[src/rtl/dram_ctrl_pkg.sv]
package dram_ctrl_pkg;
  typedef enum logic [2:0] {
    ST_IDLE,
    ST_ROW_ACT,
    ST_COL,
    ST_PRE,
    ST_REF
  } state_e;
endpackage

[src/rtl/dram_age_cnt.sv]
// Saturating count of cycles since the last restart; resets saturated.
module dram_age_cnt #(
  parameter int unsigned MAX = 11,
  parameter int unsigned W   = $clog2(MAX + 1)
) (
  input  logic         clk_i,
  input  logic         rst_ni,
  input  logic         restart_i,
  output logic [W-1:0] age_o
);
  always_ff @(posedge clk_i or negedge rst_ni) begin
    if (!rst_ni)                age_o <= W'(MAX);
    else if (restart_i)         age_o <= W'(1);
    else if (age_o != W'(MAX))  age_o <= age_o + W'(1);
  end
endmodule

[src/rtl/dram_ref_timer.sv]
module dram_ref_timer #(
  parameter int unsigned T_REF = 1560,
  localparam int unsigned W    = $clog2(T_REF)
) (
  input  logic clk_i,
  input  logic rst_ni,
  input  logic ack_i,
  output logic pend_o
);
  logic [W-1:0] cnt_q;
  logic         tick;

  assign tick = (cnt_q == W'(T_REF - 1));

  always_ff @(posedge clk_i or negedge rst_ni) begin
    if (!rst_ni) begin
      cnt_q  <= '0;
      pend_o <= 1'b0;
    end else begin
      cnt_q <= tick ? '0 : cnt_q + W'(1);
      if (tick)       pend_o <= 1'b1;
      else if (ack_i) pend_o <= 1'b0;
    end
  end
endmodule

[src/rtl/dram_ctrl.sv]
module dram_ctrl
  import dram_ctrl_pkg::*;
#(
  parameter int unsigned ROW_W  = 8,
  parameter int unsigned COL_W  = 8,
  parameter int unsigned DATA_W = 16,
  parameter int unsigned T_RAC  = 6,
  parameter int unsigned T_CAC  = 2,
  parameter int unsigned T_RC   = 11,
  parameter int unsigned T_PC   = 4,
  parameter int unsigned T_REF  = 1560,
  localparam int unsigned ADDR_W = ROW_W + COL_W,
  localparam int unsigned PIN_W  = (ROW_W > COL_W) ? ROW_W : COL_W
) (
  input  logic              clk_i,
  input  logic              rst_ni,
  input  logic              req_valid_i,
  output logic              req_ready_o,
  input  logic [ADDR_W-1:0] req_addr_i,
  input  logic              req_we_i,
  input  logic [DATA_W-1:0] req_wdata_i,
  output logic              rsp_valid_o,
  output logic [DATA_W-1:0] rsp_data_o,
  output logic [PIN_W-1:0]  dram_addr_o,
  output logic              ras_n_o,
  output logic              cas_n_o,
  output logic              we_n_o,
  output logic              oe_n_o,
  output logic [DATA_W-1:0] dq_o,
  output logic              dq_oe_o,
  input  logic [DATA_W-1:0] dq_i
);
  localparam int unsigned MAX_A   = (T_RC > T_RAC) ? T_RC : T_RAC;
  localparam int unsigned MAX_B   = (T_PC > T_CAC) ? T_PC : T_CAC;
  localparam int unsigned AGE_MAX = (MAX_A > MAX_B) ? MAX_A : MAX_B;
  localparam int unsigned AW      = $clog2(AGE_MAX + 1);

  state_e            state_q;
  logic [1:0]        step_q;
  logic [ROW_W-1:0]  lat_row_q, open_row_q;
  logic [COL_W-1:0]  lat_col_q;
  logic              lat_we_q, open_q, pre_ref_q;
  logic [DATA_W-1:0] lat_wdata_q;
  logic [AW-1:0]     ras_age, cas_age;
  logic              drop_ras, drop_cas, ref_pend, ref_ack;
  logic              rc_ok, pc_ok, data_ok, accept, hit;

  dram_age_cnt #(.MAX(AGE_MAX), .W(AW)) i_ras_age (
    .clk_i(clk_i), .rst_ni(rst_ni), .restart_i(drop_ras), .age_o(ras_age));
  dram_age_cnt #(.MAX(AGE_MAX), .W(AW)) i_cas_age (
    .clk_i(clk_i), .rst_ni(rst_ni), .restart_i(drop_cas), .age_o(cas_age));
  dram_ref_timer #(.T_REF(T_REF)) i_ref_timer (
    .clk_i(clk_i), .rst_ni(rst_ni), .ack_i(ref_ack), .pend_o(ref_pend));

  assign rc_ok       = ras_age >= AW'(T_RC);
  assign pc_ok       = cas_age >= AW'(T_PC);
  assign data_ok     = (ras_age >= AW'(T_RAC)) && (cas_age >= AW'(T_CAC));
  assign req_ready_o = (state_q == ST_IDLE) && !ref_pend;
  assign accept      = req_valid_i && req_ready_o;
  assign hit         = open_q && (req_addr_i[ADDR_W-1 -: ROW_W] == open_row_q);
  assign ref_ack     = (state_q == ST_REF) && drop_ras;

  always_comb begin
    drop_ras = 1'b0;
    drop_cas = 1'b0;
    unique case (state_q)
      ST_ROW_ACT: drop_ras = rc_ok;
      ST_COL:     drop_cas = (step_q == 2'd1) && pc_ok;
      ST_REF: begin
        drop_cas = (step_q == 2'd0) && pc_ok;   // CAS before RAS
        drop_ras = (step_q == 2'd1) && rc_ok;
      end
      default: ;
    endcase
  end

  always_ff @(posedge clk_i or negedge rst_ni) begin
    if (!rst_ni) begin
      state_q     <= ST_IDLE;
      step_q      <= '0;
      ras_n_o     <= 1'b1;
      cas_n_o     <= 1'b1;
      we_n_o      <= 1'b1;
      oe_n_o      <= 1'b1;
      dq_oe_o     <= 1'b0;
      dq_o        <= '0;
      dram_addr_o <= '0;
      open_q      <= 1'b0;
      open_row_q  <= '0;
      pre_ref_q   <= 1'b0;
      lat_row_q   <= '0;
      lat_col_q   <= '0;
      lat_we_q    <= 1'b0;
      lat_wdata_q <= '0;
      rsp_valid_o <= 1'b0;
      rsp_data_o  <= '0;
    end else begin
      rsp_valid_o <= 1'b0;
      unique case (state_q)
        ST_IDLE: begin
          if (ref_pend) begin
            step_q <= '0;
            if (open_q) begin
              ras_n_o   <= 1'b1;
              open_q    <= 1'b0;
              pre_ref_q <= 1'b1;
              state_q   <= ST_PRE;
            end else begin
              state_q <= ST_REF;
            end
          end else if (accept) begin
            lat_row_q   <= req_addr_i[ADDR_W-1 -: ROW_W];
            lat_col_q   <= req_addr_i[COL_W-1:0];
            lat_we_q    <= req_we_i;
            lat_wdata_q <= req_wdata_i;
            step_q      <= '0;
            if (hit) begin
              state_q <= ST_COL;
            end else if (open_q) begin
              ras_n_o   <= 1'b1;
              open_q    <= 1'b0;
              pre_ref_q <= 1'b0;
              state_q   <= ST_PRE;
            end else begin
              dram_addr_o <= PIN_W'(req_addr_i[ADDR_W-1 -: ROW_W]);
              state_q     <= ST_ROW_ACT;
            end
          end
        end
        ST_PRE: begin
          // RAS stays high for the rest of the row cycle
          if (rc_ok) begin
            if (pre_ref_q) begin
              state_q <= ST_REF;
            end else begin
              dram_addr_o <= PIN_W'(lat_row_q);
              state_q     <= ST_ROW_ACT;
            end
          end
        end
        ST_ROW_ACT: begin
          if (drop_ras) begin
            ras_n_o    <= 1'b0;
            open_q     <= 1'b1;
            open_row_q <= lat_row_q;
            step_q     <= '0;
            state_q    <= ST_COL;
          end
        end
        ST_COL: begin
          unique case (step_q)
            2'd0: begin
              dram_addr_o <= PIN_W'(lat_col_q);
              we_n_o      <= !lat_we_q;
              dq_oe_o     <= lat_we_q;
              dq_o        <= lat_wdata_q;
              step_q      <= 2'd1;
            end
            2'd1: begin
              if (drop_cas) begin
                cas_n_o <= 1'b0;
                oe_n_o  <= lat_we_q;
                step_q  <= 2'd2;
              end
            end
            default: begin
              if (data_ok) begin
                cas_n_o     <= 1'b1;
                oe_n_o      <= 1'b1;
                we_n_o      <= 1'b1;
                dq_oe_o     <= 1'b0;
                rsp_valid_o <= !lat_we_q;
                rsp_data_o  <= dq_i;
                step_q      <= '0;
                state_q     <= ST_IDLE;
              end
            end
          endcase
        end
        ST_REF: begin
          unique case (step_q)
            2'd0: if (drop_cas) begin cas_n_o <= 1'b0; step_q <= 2'd1; end
            2'd1: if (drop_ras) begin ras_n_o <= 1'b0; step_q <= 2'd2; end
            default: begin
              if (ras_age >= AW'(T_RAC)) begin
                ras_n_o <= 1'b1;
                cas_n_o <= 1'b1;
                step_q  <= '0;
                state_q <= ST_IDLE;
              end
            end
          endcase
        end
        default: state_q <= ST_IDLE;
      endcase
    end
  end

  // Assertions
  p_row_setup_r1: assert property (@(posedge clk_i) disable iff (!rst_ni)
    $fell(ras_n_o) |-> $stable(dram_addr_o));
  p_col_setup_r2: assert property (@(posedge clk_i) disable iff (!rst_ni)
    $fell(cas_n_o) |-> $stable(dram_addr_o));
  p_wr_strobes_r3: assert property (@(posedge clk_i) disable iff (!rst_ni)
    ($fell(cas_n_o) && !ras_n_o && !we_n_o) |-> (oe_n_o && dq_oe_o));
  p_bus_turn_r4: assert property (@(posedge clk_i) disable iff (!rst_ni)
    !oe_n_o |-> (!dq_oe_o && !$past(dq_oe_o)));
  p_rd_timing_r5: assert property (@(posedge clk_i) disable iff (!rst_ni)
    rsp_valid_o |-> ($past(ras_age) >= AW'(T_RAC) && $past(cas_age) >= AW'(T_CAC)
                     && $past(!cas_n_o) && $past(!oe_n_o)));
  p_ras_gap_r6: assert property (@(posedge clk_i) disable iff (!rst_ni)
    $fell(ras_n_o) |-> $past(ras_age) >= AW'(T_RC));
  p_cas_gap_r7: assert property (@(posedge clk_i) disable iff (!rst_ni)
    $fell(cas_n_o) |-> $past(cas_age) >= AW'(T_PC));
  p_hit_col_r8: assert property (@(posedge clk_i) disable iff (!rst_ni)
    (accept && hit) |=> (state_q == ST_COL && $stable(ras_n_o)));
  p_cbr_order_r10: assert property (@(posedge clk_i) disable iff (!rst_ni)
    ($fell(ras_n_o) && state_q == ST_REF) |-> !cas_n_o);
  p_ref_first_r11: assert property (@(posedge clk_i) disable iff (!rst_ni)
    (state_q == ST_IDLE && ref_pend) |=> (state_q == ST_PRE || state_q == ST_REF));
endmodule

[config.mk]
export PLATFORM = sky130hd
export DESIGN_NAME = dram_ctrl
export DESIGN_NICKNAME = d
export VERILOG_FILES = /design/src/rtl/dram_ctrl_pkg.sv /design/src/rtl/dram_age_cnt.sv /design/src/rtl/dram_ref_timer.sv /design/src/rtl/dram_ctrl.sv
export SDC_FILE = /design/constraint.sdc
export NUM_CORES = 1
export LEC_CHECK = 0
export CORE_AREA = 2 2 110 112
export CTS_CLUSTER_SIZE = 25
export DETAILED_ROUTE_END_ITERATION = 10
export DIE_AREA = 0 0 112 114
export GPL_ROUTABILITY_DRIVEN = 0
export PLACE_DENSITY = 0.71
export SLEW_MARGIN = 5
export SYNTH_ARGS = -nofsm -noshare
export SYNTH_HDL_FRONTEND = slang
export SYNTH_HIERARCHICAL = 1
export SYNTH_SLANG_ARGS = --single-unit
[constraint.sdc]
create_clock -name clk_i -period 2.2 [get_ports clk_i]
set_input_delay 0.33 -clock clk_i [delete_from_list [all_inputs] [get_ports clk_i]]
set_output_delay 0.33 -clock clk_i [all_outputs]
set_load 0.01 [all_outputs]
==> flow_metrics.py, run 1 <==
metrics = {
    "run_status": {
        "outcome": "finished, final reports clean",
    },
    "setup_path": {
        "reg2reg_to": "step_q[1]",
        "start_kind": "flop",
        "reg2reg_slack_ns": 0.23,
        "critPathKind": "flop to output port",
        "ff2ff_path_depth": 6,
        "worstReg2RegStart": "state_q[0]",
        "cp_max_fo": 5,
        "cpPeakStageDelay_ns": 0.45,
        "cp-end-kind": "output port",
        "critPathArrivalTime_ns": 1.70,
        "required_ns": 1.87,
        "crit_chain": "or3_4, nor2_4, dlygate4sd2_1",
        "crit_slowest_cell": "or3_4",
    },
    "place": {
        "place_inst": 656,
        "portBuffers": 98,
        "dpl-instance-area_um2": 6390,
        "hpwl_um": 7070,
    },
    "global_route": {
        "grt_usage_pct": 17.2,
        "grt_pass1_wl_um": 17400,
        "antenna_found_initial": 0,
        "grt_pass1_vias": 3700,
        "grt-ovfl-total": 0,
        "grt_max_degree": 63,
    },
    "power_and_ir_drop": {
        "powerDensity_nw_per_um2": 1320,
        "power_frac_seq_pct": 38.1,
        "pwr-share-clk_pct": 28.8,
        "finalPower_mw": 9.21,
        "p_sw_share_pct": 29.6,
        "max-vdd-ir-drop_mv": 0.797,
        "internal_power_mw": 6.49,
        "leakagePower_nw": 3.02,
        "pwr-share-comb_pct": 33.2,
        "p_sw_mw": 2.72,
    },
    "finish": {
        "final_common_cell": "dfrtp_1",
        "diodes": 0,
        "finalNetCount": 584,
        "fin_area_um2": 6980,
        "final_layout_size_suffix_gt1_share_pct": 27.0,
        "fin_cells": 688,
        "syn_to_final_growth_pct": 34.6,
        "final_cell_mix": "dfrtp_1, clkdlybuf4s50_1, mux2_2",
        "utilization_pct": 59.6,
    },
    "clock_network": {
        "postCtsSetupBuffers": 0,
        "cts.clk_slew.worst_paths_ns": 0.05,
        "cts_tree": "built",
        "htreeDepth": 4,
        "clockBufferDepth": 2,
        "insertion_delay_ns": 0.41,
        "cts_buffers": 17,
        "cts_root_buffer": "clkbuf_16",
        "clock_sinks": 114,
    },
    "floorplanning": {
        "num_rows": 40,
        "fp.dieH_um": 114,
        "die-area_um2": 12800,
        "start_util_pct": 44.3,
        "die_x_um": 112,
        "io_pins": 99,
        "coreArea_um2": 11700,
    },
    "timing": {
        "finClkSkew_ns": 0.00841,
        "period_needed_ns": 2.03,
        "hold_viol": 0,
        "min_period_over_period_pct": 92.2,
        "fin_tns_setup_ns": 0,
        "rsz0062_at_grt": "false",
        "finalMaxSlewViolations": 0,
        "worst_slew_pin_slew_ns": 0.566,
        "fmax_mhz": 493,
        "setup_viol": 0,
        "slew-limit-headroom_pct": 62.2,
    },
    "synthesis": {
        "yosys_warnings": 6,
        "ys_types": 54,
        "synth_mux_area_share_pct": 20.7,
        "synth-edff-count": 0,
        "synth_compound_area_share_pct": 6.23,
        "synth_top_family_by_area": "multiplexers",
        "syn_area_um2": 5180,
        "syn_area_per_cell_um2": 12.6,
        "ys_seq_area_share_pct": 55.3,
        "synthAdderAreaFrac_pct": 0.724,
        "synthXorXnorAreaFrac_pct": 2.70,
        "synth.net_count": 467,
        "yosys.area_share.simple_pct": 12.0,
        "synth_cells": 412,
        "synthFlopType": "dfrtp_1",
        "synth-async-reset-ratio_pct": 100,
        "synth-seq-cells": 114,
    },
    "detailed_routing": {
        "routed_wl_um": 10300,
        "drtIter0Drc": 157,
        "vias_per_cell": 5.23,
        "drc": 0,
        "antenna_left": 0,
        "wl_per_cell_um": 15.0,
        "num_vias": 3596,
        "drt_pass1_iterations": 4,
    },
    "worst_hold_path": {
        "hold_class": "input port to async pin",
    },
    "run": {
        "cap_violations": 0,
    },
}
layer usage:
layer,up-vias,share of wire (%),global-route usage (%)
li1,1723,-,-
met2,89,48,28.0
met1,1765,44,20.5
met4,0,1.9,7.72
met5,-,0,0
met3,19,5.9,6.64
cell families after synthesis:
kind of cell,after synthesis
flip-flops,114
adder cells (fa/ha/maj),3
AO/OA/AOI/OAI,49
XOR/XNOR,16
buffers and inverters,25
AND/OR/NAND/NOR,108
multiplexers,97
per-stage QoR:
stage / hold slack, ns / setup slack [ns]
after floorplan: 0.0344 / 0.265
after global placement: 0.263 / 0.243
after detailed placement: 0.267 / 0.166
after CTS: 0.367 / 0.147
after global routing: 0.399 / 0.0882
final: 0.376 / 0.171
critical path: cells and delay by family (launching register included):
family                 cells  cell delay [ns]
and+or+nand+nor            2             0.57
DFF                        1             0.43
buffers and inverters      1             0.29
repair_timing:
item / 4_1_cts / 5_1_grt
hold buffers: 1 / 0
endpoints found under the hold margin: 24 / 0
resized for setup: 1 / 0
setup endpoints to repair: 1 / 0
how the worst max path moves through the flow:
stage | startpoint | end | depth (start not counted)
floorplan | state_q[0] | i_cas_age/age_o[3] | 5
global placement | req_addr_i[9] | state_q[0] | 6
detailed placement | req_valid_i | step_q[1] | 5
CTS | state_q[2] | req_ready_o | 3
global route | i_ras_age/age_o[3] | step_q[1] | 5
finish | state_q[2] | req_ready_o | 3
area by class of cell:
cell class,count,area [um2]
Tap cell,147,184
Clock buffer,22,474
Clock inverter,9,106
Inverter,8,30.0
Timing Repair Buffer,115,1120
Multi-Input combinational cell,273,2200
Fill cell,979,4730
Sequential cell,114,2870
power by group through the flow:
stage / registers, mW / clock network (mW) / logic, mW
floorplan: 3.54 / 0 / 1.82
global placement: 3.48 / 0 / 3.02
detailed placement: 3.53 / 0 / 3.08
CTS: 3.51 / 2.71 / 3.10
global route: 3.62 / 2.80 / 3.35
finish: 3.50 / 2.65 / 3.05
state kept, by name, summed over array words and instances, names as in the netlist, 2 cells and up:
name,count
open_row_q,8
lat_row_q,8
step_q,2
state_q,3
dram_addr_o,8
lat_col_q,8
i_ref_timer/cnt_q,11
dq_o,16
i_cas_age/age_o,4
i_ras_age/age_o,4
rsp_data_o,16
lat_wdata_q,16
synth_stat cells (2+ instances only):
cell	count	area [um2]
nand2b_1	6	37.5
o21a_1	2	15.0
nand3b_1	3	22.5
dfstp_2	10	263
nand4_1	4	25.0
or4_1	3	22.5
nand2_1	14	52.6
a22oi_1	3	22.5
a21o_1	3	22.5
xnor2_1	3	26.3
o22ai_1	2	12.5
ha_1	3	37.5
nand3_1	9	45.0
and3b_2	2	20.0
buf_2	10	50.1
mux2_2	80	901
a31oi_1	2	12.5
nor4b_1	2	17.5
or3b_1	2	17.5
buf_6	2	22.5
nor3_1	12	60.1
dfrtp_1	104	2600
xor2_1	13	114
clkbuf_1	5	18.8
nor4_1	5	31.3
o21ai_0	12	60.1
or2b_1	2	15.0
a21oi_1	12	60.1
mux2i_1	14	140
nor2_1	24	90.1
nor2b_1	8	50.1
inv_1	8	30.0
o31ai_1	4	30.0
mux2_1	3	33.8
o41ai_1	2	17.5
Note: power is estimated with default switching activity, not from simulation.
==> run 2: changes to the inputs <==
--- a/config.mk
+++ b/config.mk
@@ -11,7 +11,6 @@
 export DIE_AREA = 0 0 112 114
 export GPL_ROUTABILITY_DRIVEN = 0
 export PLACE_DENSITY = 0.71
-export SLEW_MARGIN = 5
 export SYNTH_ARGS = -nofsm -noshare
 export SYNTH_HDL_FRONTEND = slang
 export SYNTH_HIERARCHICAL = 1
==> results of run 2 <==
No change in the layout: final DEF, timing and power equal those of run 1.
